## config.mk

```make
export PLATFORM = sky130hd
export DESIGN_NAME = addr_trig_lsu
export DESIGN_NICKNAME = d
export VERILOG_FILES = /design/src/rtl/addr_trig_lsu.sv
export SDC_FILE = /design/constraint.sdc
export NUM_CORES = 1
export LEC_CHECK = 0
export ABC_CLOCK_PERIOD_IN_PS = 3850
export BUFFER_PORTS_ARGS = -buffer_cell sky130_fd_sc_hd__buf_4
export CORE_ASPECT_RATIO = 0.9
export CORE_UTILIZATION = 50
export CTS_BUF_LIST = sky130_fd_sc_hd__clkbuf_4
export DETAILED_ROUTE_END_ITERATION = 7
export HOLD_SLACK_MARGIN = 0.02
export PLACE_DENSITY = 0.71
export RECOVER_POWER = 25
export SLEW_MARGIN = 40
export SYNTH_ARGS = -nofsm -noshare
export SYNTH_HDL_FRONTEND = slang
export SYNTH_SLANG_ARGS = --single-unit
export TNS_END_PERCENT = 20
```

## constraint.sdc

```tcl
create_clock -name clk -period 3.85 [get_ports clk]
set_input_delay 0.1925 -clock clk [delete_from_list [all_inputs] [get_ports clk]]
set_output_delay 0.1925 -clock clk [all_outputs]
set_load 0.01 [all_outputs]
```

## src/rtl/addr_trig_lsu.sv

```systemverilog
module addr_trig_lsu #(
  parameter int DW = 60,
  parameter int AW = 18,
  parameter int NREG = 8,
  parameter int STORE_FROM = 6
) (
  input  logic                    clk,
  input  logic                    rst_n,
  input  logic                    req_valid,
  output logic                    req_ready,
  input  logic [1:0]              req_op,
  input  logic [$clog2(NREG)-1:0] req_i,
  input  logic [$clog2(NREG)-1:0] req_j,
  input  logic [AW-1:0]           req_disp,
  input  logic [DW-1:0]           req_data,
  output logic                    mem_req,
  output logic                    mem_we,
  output logic [AW-1:0]           mem_addr,
  output logic [DW-1:0]           mem_wdata,
  input  logic                    mem_ack,
  input  logic [DW-1:0]           mem_rdata,
  input  logic [$clog2(NREG)-1:0] rd_sel,
  output logic [DW-1:0]           rd_x,
  output logic [AW-1:0]           rd_a,
  output logic [AW-1:0]           rd_b
);
  localparam int IW = $clog2(NREG);
  localparam logic [1:0] OP_SETX  = 2'd0;
  localparam logic [1:0] OP_BINC  = 2'd1;
  localparam logic [1:0] OP_AINCB = 2'd3;

  logic [DW-1:0] xr [NREG];
  logic [AW-1:0] ar [NREG];
  logic [AW-1:0] br [NREG];
  logic          pend;
  logic [IW-1:0] tgt;

  logic          kick, x_clash, take;
  logic [AW-1:0] a_new, b_new;

  assign kick     = req_op[1] && (req_i != '0);
  assign x_clash  = (req_op == OP_SETX) && !mem_we && (req_i == tgt);
  assign req_ready = !pend || !(kick || x_clash);
  assign take     = req_valid && req_ready;
  assign a_new    = ((req_op == OP_AINCB) ? br[req_j] : ar[req_j]) + req_disp;
  assign b_new    = br[req_j] + req_disp;

  assign mem_req = pend;
  assign rd_x = xr[rd_sel];
  assign rd_a = ar[rd_sel];
  assign rd_b = br[rd_sel];

  always_ff @(posedge clk) begin
    if (!rst_n) begin
      for (int n = 0; n < NREG; n++) begin
        xr[n] <= '0;
        ar[n] <= '0;
        br[n] <= '0;
      end
      pend      <= 1'b0;
      tgt       <= '0;
      mem_we    <= 1'b0;
      mem_addr  <= '0;
      mem_wdata <= '0;
    end else begin
      if (pend && mem_ack) begin
        pend <= 1'b0;
        if (!mem_we) xr[tgt] <= mem_rdata;
      end
      if (take) begin
        if (req_op == OP_SETX) xr[req_i] <= req_data;
        else if (req_op == OP_BINC) begin
          if (req_i != '0) br[req_i] <= b_new;
        end else ar[req_i] <= a_new;
        if (kick) begin
          pend      <= 1'b1;
          tgt       <= req_i;
          mem_addr  <= a_new;
          mem_we    <= (req_i >= IW'(STORE_FROM));
          mem_wdata <= xr[req_i];
        end
      end
    end
  end


  hold_chk: assert property (@(posedge clk) disable iff (!rst_n)
    mem_req && !mem_ack |=> mem_req && $stable(mem_addr) && $stable(mem_we) && $stable(mem_wdata));


  release_chk: assert property (@(posedge clk) disable iff (!rst_n)
    mem_req && mem_ack |=> !mem_req);


  stall_chk: assert property (@(posedge clk) disable iff (!rst_n)
    mem_req && req_op[1] && (req_i != '0) |-> !req_ready);


  a0_quiet_chk: assert property (@(posedge clk) disable iff (!rst_n)
    !mem_req && req_valid && req_op[1] && (req_i == '0) |=> !mem_req);


  launch_chk: assert property (@(posedge clk) disable iff (!rst_n)
    !mem_req && req_valid && req_op[1] && (req_i != '0)
    |=> mem_req && (mem_addr == ar[tgt]) && (mem_we == (tgt >= IW'(STORE_FROM))));
endmodule

```

==> key figures, run 1 <==
Routing
  – Routed Wire Length: 159,000 um
  – DRC: 0
  – Vias per inst: 6.86
  – DRT Pass-1 Iters: 6
  – Routed vias: 36.4k
  – DR iter-0 viols: 4,942
  – Routed length per instance: 30.0 um
  – Antenna Nets Post-Route: 0

Finish
  – Non-filler cells, final: 5,299
  – Synthesis-to-finish area growth: 21.5%
  – Fill cell count: 6,961
  – Layout cells sized above 1: 28.3%
  – Final nets: 4,123

Place
  – Post-placement cell count: 4,546
  – DP Worst Slack: -29.8 ps
  – Hpwl dp: 87,600 um
  – Port bufs: 329
  – GP Congestion: 0.965

Global routing
  – Largest net degree at the start of global routing: 92
  – Congestion Overflow GR: 0
  – Total track usage: 34.0%
  – First-pass GRT wire length: 230,000 um
  – Antenna violations before repair: 17
  – Vias in the first global route: 36.4k

STA
  – Normalized max-slew margin: -37.9%
  – Final setup fails: 0
  – Tmin final: 3750 ps
  – Setup WS post-layout: 101 ps
  – Unrepaired setup endpoints after global routing: false
  – Hold Slack: 112 ps
  – Hold Fails Final Rpt: 0
  – Tightest Pin Transition: 2070 ps
  – Max Freq: 0.267 GHz
  – Slew Limit Fails: 88
  – Clock skew: 74.3 ps
  – Period utilisation layout: 97.4%

Setup path
  – Setup CP Type: primary input to register
  – Worst-path fanout max: 60
  – WP data required: 4800 ps
  – Crit path launch type: primary input
  – Crit path DAT: 4700 ps
  – Worst Setup End Kind: register

Floorplan
  – Die outline area: 92,000 um^2
  – Chip height: 288 um
  – Core area: 89,700 um^2
  – Row cnt: 104
  – Starting Density: 50.6%
  – IO Pins: 330
  – Die width: 320 um

Clock network
  – H-tree Lvls: 4
  – CTS Buffer Depth: 3
  – CTS tree: done
  – Clock-pin slew on the worst setup and hold paths: 70 ps
  – Setup bufs post-CTS: 0
  – CTS sink count: 851
  – Clock Latency Late Sink: 1090 ps
  – Number of CTS-inserted buffers: 212
  – Root buffer cell: clkbuf_4

Power and ir drop
  – Power, Total: 22.5 mW
  – Maximum VDD drop: 0.275 mV
  – Leakage: 20.6 nW
  – Reg power frac: 47.6%
  – Pwr/cell area: 408 nW/um^2
  – Psw: 6.33 mW
  – Comb pwr share: 17.1%
  – Internal power: 16.2 mW
  – Clk pwr share: 35.3%
  – Sw Ratio: 28.1%

Run
  – Max_cap viols: 2

Synthesis
  – Adder-Cell Fraction of Synth Area: 1.03%
  – Fraction of registers with async set/reset: 0%
  – Netlist cell types: 61
  – Synth warn: 0
  – Post-Syn Area: 45,400 um^2
  – Average size of a mapped cell: 13.8 um^2
  – XOR/XNOR share of the synthesized area: 0.347%
  – EDFF count, synth: 768
  – Synth Register Bits: 851
  – Synth Area in Simple Gates: 5.24%
  – Compound-Gate Fraction of Synth Area: 16.8%
  – Largest family of logic cells by synthesized area: multiplexers
  – Mux share of post-synthesis cell area: 17.9%
  – Post-Synthesis Cells: 3,287
  – Most common flop cell mapped by yosys: edfxtp_1
  – Register area share after synthesis: 54.5%

Status
  – Outcome: finished with violations
  – Failing checks: capacitance limit, slew limit

Worst hold path
  – HP Class: primary input to register
## cells by family (layout without fill, tap and decap cells)
family          count (synthesis)  after routing
simple gates                  538            538
xor+xnor                       18             18
fa+ha+maj                      36             36
buf+inv                       430           1237
mux                           450            450
other cells                     1             40
flops                         851            851
compound gates                963            963
## synthesized netlist by cell type (all sizes together) (2+ instances only)
master   number  share of area (%)
nor3         77               0.88
a221oi       86                1.7
a21oi        94                1.0
and2         12               0.17
clkbuf      175                1.4
or3b          2              0.039
fa            2              0.088
inv          13               0.11
or3          17               0.23
nand2b        7              0.096
o211ai        9               0.15
dfxtp        83                3.7
nor2b         7              0.096
mux2i        50                1.1
mux4        277                 14
ha           34               0.94
a22oi         4              0.066
o22ai         2              0.028
and3         14               0.19
xnor2         5              0.096
a211o        11               0.21
a21o         22               0.38
xor2         13               0.25
nor4          3              0.055
a22o        558                 11
o21a          9               0.15
o21bai        3              0.050
nand4         5              0.069
nand3        19               0.21
nor2        282                2.3
buf         242                2.7
o31ai         2              0.033
o41ai         2              0.039
nor3b         3              0.050
o311ai        5              0.096
mux2        123                3.1
o31a          2              0.039
o21ai        82               0.90
a211oi       17               0.28
a2111oi       2              0.039
a222oi        8               0.18
edfxtp      768                 51
nand2        89               0.80
a31oi        40               0.55
## per-stage QoR
stage	setup TNS (ps)	util [%]	instance area, um^2
final	0	61.5	55200
after global routing	0	61.5	55100
after CTS	0	62.0	55600
after detailed placement	-137	55.1	49400
after global placement	-158	55.0	49300
after floorplan	0	-	45500
## repair_timing
action	4_1_cts	5_1_grt
hold buffers	339	0
hold endpoints to repair	785	0
endpoints found under the setup margin	0	18
resized for setup	0	8
## power groups by stage
stage	clock, mW	combinational (mW)	sequential (mW)
after floorplan	0	2.08	10.8
after global placement	0	3.54	10.9
after detailed placement	0	3.57	10.9
after CTS	7.98	3.85	10.7
after global routing	8.48	4.04	10.8
final	7.95	3.85	10.7
## final cells by class
| cell class | count | area (um^2) | area share, % |
|---|---|---|---|
| clock buffer | 311 | 2330 | 4.23 |
| clock inverter | 80 | 479 | 0.869 |
| inverter | 13 | 48.8 | 0.0884 |
| antenna | 22 | 55.1 | 0.0998 |
| multi-input combinational | 2023 | 19000 | 34.4 |
| sequential | 851 | 24700 | 44.8 |
| tap | 1166 | 1460 | 2.64 |
| timing repair buffer | 833 | 7110 | 12.9 |
## placed cells by master, fill, tap and decap left out, types with 53 or more instances in the layout
master and count:
buf_4 316, a21oi_1 93, clkbuf_4 311, mux2_2 113, nor2_1 272, mux4_2 277, dfxtp_1 83, clkbuf_1 106
dlygate4sd3_1 339, nand2_1 79, a22o_1 558, edfxtp_1 768, o21ai_0 81, nor3_1 73, a221oi_1 86, clkinv_1 53
## state kept, by name, indices dropped and copies added (netlist names)
name       cells
mem_we         1
tgt            3
mem_req        1
mem_wdata     60
br           144
ar           144
xr           480
mem_addr      18
## critical path, stage by stage
cell and delay, ps:
dlygate4sd3_1 570, clkbuf_1 1080, xor2_1 210, nor4_1 110
a211oi_1 380, nand2b_1 280, nor3_1 320, buf_6 710
a22o_1 250, dlygate4sd3_1 550
## path summary, 6_finish.rpt
path	startpoint	end	slack, ps	cells past startpoint
setup / recovery	req_i[2]	xr[6][19]$_DFFE_PP_	100	10
hold / removal	mem_rdata[50]	xr[4][50]$_DFFE_PP_	110	3
setup reg to reg	br[7][3]$_SDFFCE_PN0P_	ar[4][15]$_SDFFCE_PN0P_	210	13
hold reg to reg	mem_addr[6]$_SDFFE_PN0P_	mem_addr[6]$_SDFFE_PN0P_	460	2
## metal layers
metal,up-vias,routed length [um],global-route usage [%]
li1,14900,-,-
met1,18000,55800,43.8
met2,2901,74500,54.5
met3,578,21200,8.04
met4,10,7350,16.4
met5,-,57,0
No activity file was read; power rests on OpenSTA's default activity.
==> run 2, diff against run 1 <==
- REMOVE_ABC_BUFFERS: not set -> 1
==> key figures, run 2 (same netlist as run 1, synthesis figures left out) <==
Status
  – Outcome: finished with violations
  – Failing checks: capacitance limit, slew limit

Setup path
  – Crit path launch type: register
  – Reg-to-reg startpoint: br[7][1]$_SDFFCE_PN0P_
  – Worst Setup End Kind: register
  – Crit path DAT: 4550 ps (-150 ps)
  – Reg2reg end: ar[2][15]$_SDFFCE_PN0P_
  – Flop2flop setup slack: 100 ps (-110 ps)
  – WP data required: 4660 ps (-140 ps)
  – Worst R2R Path Depth: 14 (+1)
  – Setup CP Type: register to register
  – Worst-path fanout max: 9 (-85%)

Clock network
  – Root buffer cell: clkbuf_4
  – Clock Latency Late Sink: 1170 ps (+80 ps)
  – Clock-pin slew on the worst setup and hold paths: 70 ps (about the same)
  – Number of CTS-inserted buffers: 217 (+2.4%)
  – H-tree Lvls: 4 (unchanged)
  – CTS tree: done
  – Setup bufs post-CTS: 0 (unchanged)
  – CTS sink count: 851 (unchanged)
  – CTS Buffer Depth: 3 (unchanged)

STA
  – Final setup fails: 0 (unchanged)
  – Tmin final: 3750 ps (-2.30 ps)
  – Max Freq: 0.267 GHz (about the same)
  – Tightest Pin Transition: 3070 ps (+997 ps)
  – Period utilisation layout: 97.3% (about the same)
  – Slew Limit Fails: 63 (-28%)
  – Unrepaired setup endpoints after global routing: true
  – Normalized max-slew margin: -104% (-66 points)
  – Hold Slack: 116 ps (+3.87 ps)
  – Setup TNS: 0 ps (unchanged)
  – Clock skew: 95.3 ps (+21.1 ps)
  – Hold Fails Final Rpt: 0 (unchanged)

Routing
  – Routed vias: 36.0k (-1.1%)
  – DR iter-0 viols: 4,743 (-4.0%)
  – DRC: 0 (unchanged)
  – Routed length per instance: 30.3 um (+0.94%)
  – DRT Pass-1 Iters: 8 (+2)
  – Vias per inst: 6.80 (-0.92%)
  – Antenna Nets Post-Route: 0 (unchanged)
  – Routed Wire Length: 160,000 um (+0.77%)

Place
  – Port bufs: 329 (unchanged)
  – Placed Area: 49,100 um^2 (-0.59%)
  – GP Congestion: 0.957 (-0.87%)
  – Hpwl dp: 86,000 um (-1.8%)

Worst hold path
  – Worst Hold Path EP: mem_addr[0]$_SDFFE_PN0P_
  – Hold_sp: req_j[2]
  – HP Class: primary input to register
  – Hold Path Cell Cnt: 6 (+3)

Finish
  – Utilization after layout: 61.2% (-0.37 points)
  – Biggest register: xr
  – Synthesis-to-finish area growth: 20.8%
  – Max reg flops: 480 (unchanged)
  – Final instance area: 54,800 um^2 (-0.61%)
  – Top flop regs: xr: 480 flops, ar: 144 flops, br: 144 flops
  – Fill cell count: 6,951 (-0.14%)
  – Final nets: 4,105 (-0.44%)
  – Most common cell after layout, fill and taps aside: edfxtp_1
  – Layout cells sized above 1: 26.2% (-2.1 points)
  – Most frequent cells in the layout: edfxtp_1, a22o_1, dlygate4sd3_1, clkbuf_4, buf_4

Global routing
  – Vias in the first global route: 36.0k (-0.96%)
  – Congestion Overflow GR: 0 (unchanged)
  – Total track usage: 34.2% (+0.15 points)
  – First-pass GRT wire length: 230,000 um (+0.12%)
  – Antenna violations before repair: 11 (-6)
  – Largest net degree at the start of global routing: 96 (+4.3%)

Floorplan
  – Chip height: 288 um (unchanged)
  – Row cnt: 104 (unchanged)
  – Die outline area: 92,000 um^2 (unchanged)
  – Die width: 320 um (unchanged)
  – Starting Density: 50.6% (unchanged)
  – IO Pins: 330 (unchanged)
  – Core area: 89,700 um^2 (unchanged)

Power and ir drop
  – Maximum VDD drop: 0.281 mV (+2.0%)
  – Pwr/cell area: 410 nW/um^2 (+0.40%)
  – Leakage: 20.4 nW (-0.81%)

Run
  – Max_cap viols: 2 (unchanged)
==> run 2: cell count changes in the layout (fill, tap and decap cells not counted), moves of 12 or more <==
| cell | before | now |
|---|---|---|
| buf_12 | 31 | 19 |
| buf_4 | 316 | 301 |
| clkbuf_1 | 106 | 123 |
| clkbuf_2 | 24 | 8 |
| clkinv_1 | 53 | 68 |
| mux2_1 | 10 | 58 |
| mux2_2 | 113 | 65 |
==> run 2: worst max-delay path by stage <==
| stage | startpoint | depth (start not counted) | end |
|---|---|---|---|
| floorplan | req_i[2] | 6 | mem_addr[17]$_SDFFE_PN0P_ |
| global placement | req_j[0] | 14 | ar[0][15]$_SDFFCE_PN0P_ |
| detailed placement | req_j[0] | 13 | ar[7][17]$_SDFFCE_PN0P_ |
| CTS | br[7][1]$_SDFFCE_PN0P_ | 14 | ar[2][15]$_SDFFCE_PN0P_ |
| global route | br[7][1]$_SDFFCE_PN0P_ | 14 | ar[1][15]$_SDFFCE_PN0P_ |
| finish | br[7][1]$_SDFFCE_PN0P_ | 14 | ar[2][15]$_SDFFCE_PN0P_ |
==> run 2: final cells by class <==
class | instances | area (um^2) | area share (%)
Clock buffer | 320 | 2400 | 4.38
Tap cell | 1166 | 1460 | 2.66
Timing Repair Buffer | 810 | 6760 | 12.3
Inverter | 13 | 48.8 | 0.0890
Multi-Input combinational cell | 2023 | 18900 | 34.5
Clock inverter | 89 | 462 | 0.842
Sequential cell | 851 | 24700 | 45.1
Antenna cell | 18 | 45.0 | 0.0821
==> run 2: where the power goes <==
| group | switching, mW | internal, mW |
|---|---|---|
| Combinational | 2.16 | 1.54 |
| Sequential | 0.248 | 10.5 |
| Clock | 4.01 | 4.03 |
| Total | 6.41 | 16.1 |
==> run 2: worst max-delay path, stage by stage (launching register included) <==
cell	delay, ps
edfxtp_1	400
mux4_2	470
mux2_2	320
nor2_1	120
a21o_1	120
inv_1	50
ha_1	270
a21o_1	150
nand4_1	210
a2111oi_1	540
buf_4	200
o41ai_1	100
xor2_1	220
buf_4	220
nor2_1	60
==> run 2: timing repair <==
item / CTS / global route
hold buffers: 339 / 0
gates resized for setup: 0 / 2
setup endpoints to repair: 0 / 9
hold endpoints to repair: 883 / 0
==> run 2: layer usage <==
layer,global-route usage (%),up-vias,share of wire (%)
met4,16.2,4,4.4
met1,43.4,17700,36
met5,0.103,-,0.014
met3,9.78,565,13
met2,54.2,2852,47
li1,-,14800,-
==> run 2: per-stage QoR <==
| stage | cells | total power [mW] | worst slack [ps] |
|---|---|---|---|
| 2_1_floorplan | 2887 | 12.6 | -4050 |
| 5_1_grt | 5283 | 23.2 | -2.67 |
| 6_report | 5290 | 22.5 | 104 |
| 4_1_cts | 5272 | 22.5 | 186 |
| 3_3_place_gp | 4524 | 14.3 | -87.1 |
| 3_5_place_dp | 4524 | 14.4 | -98.0 |
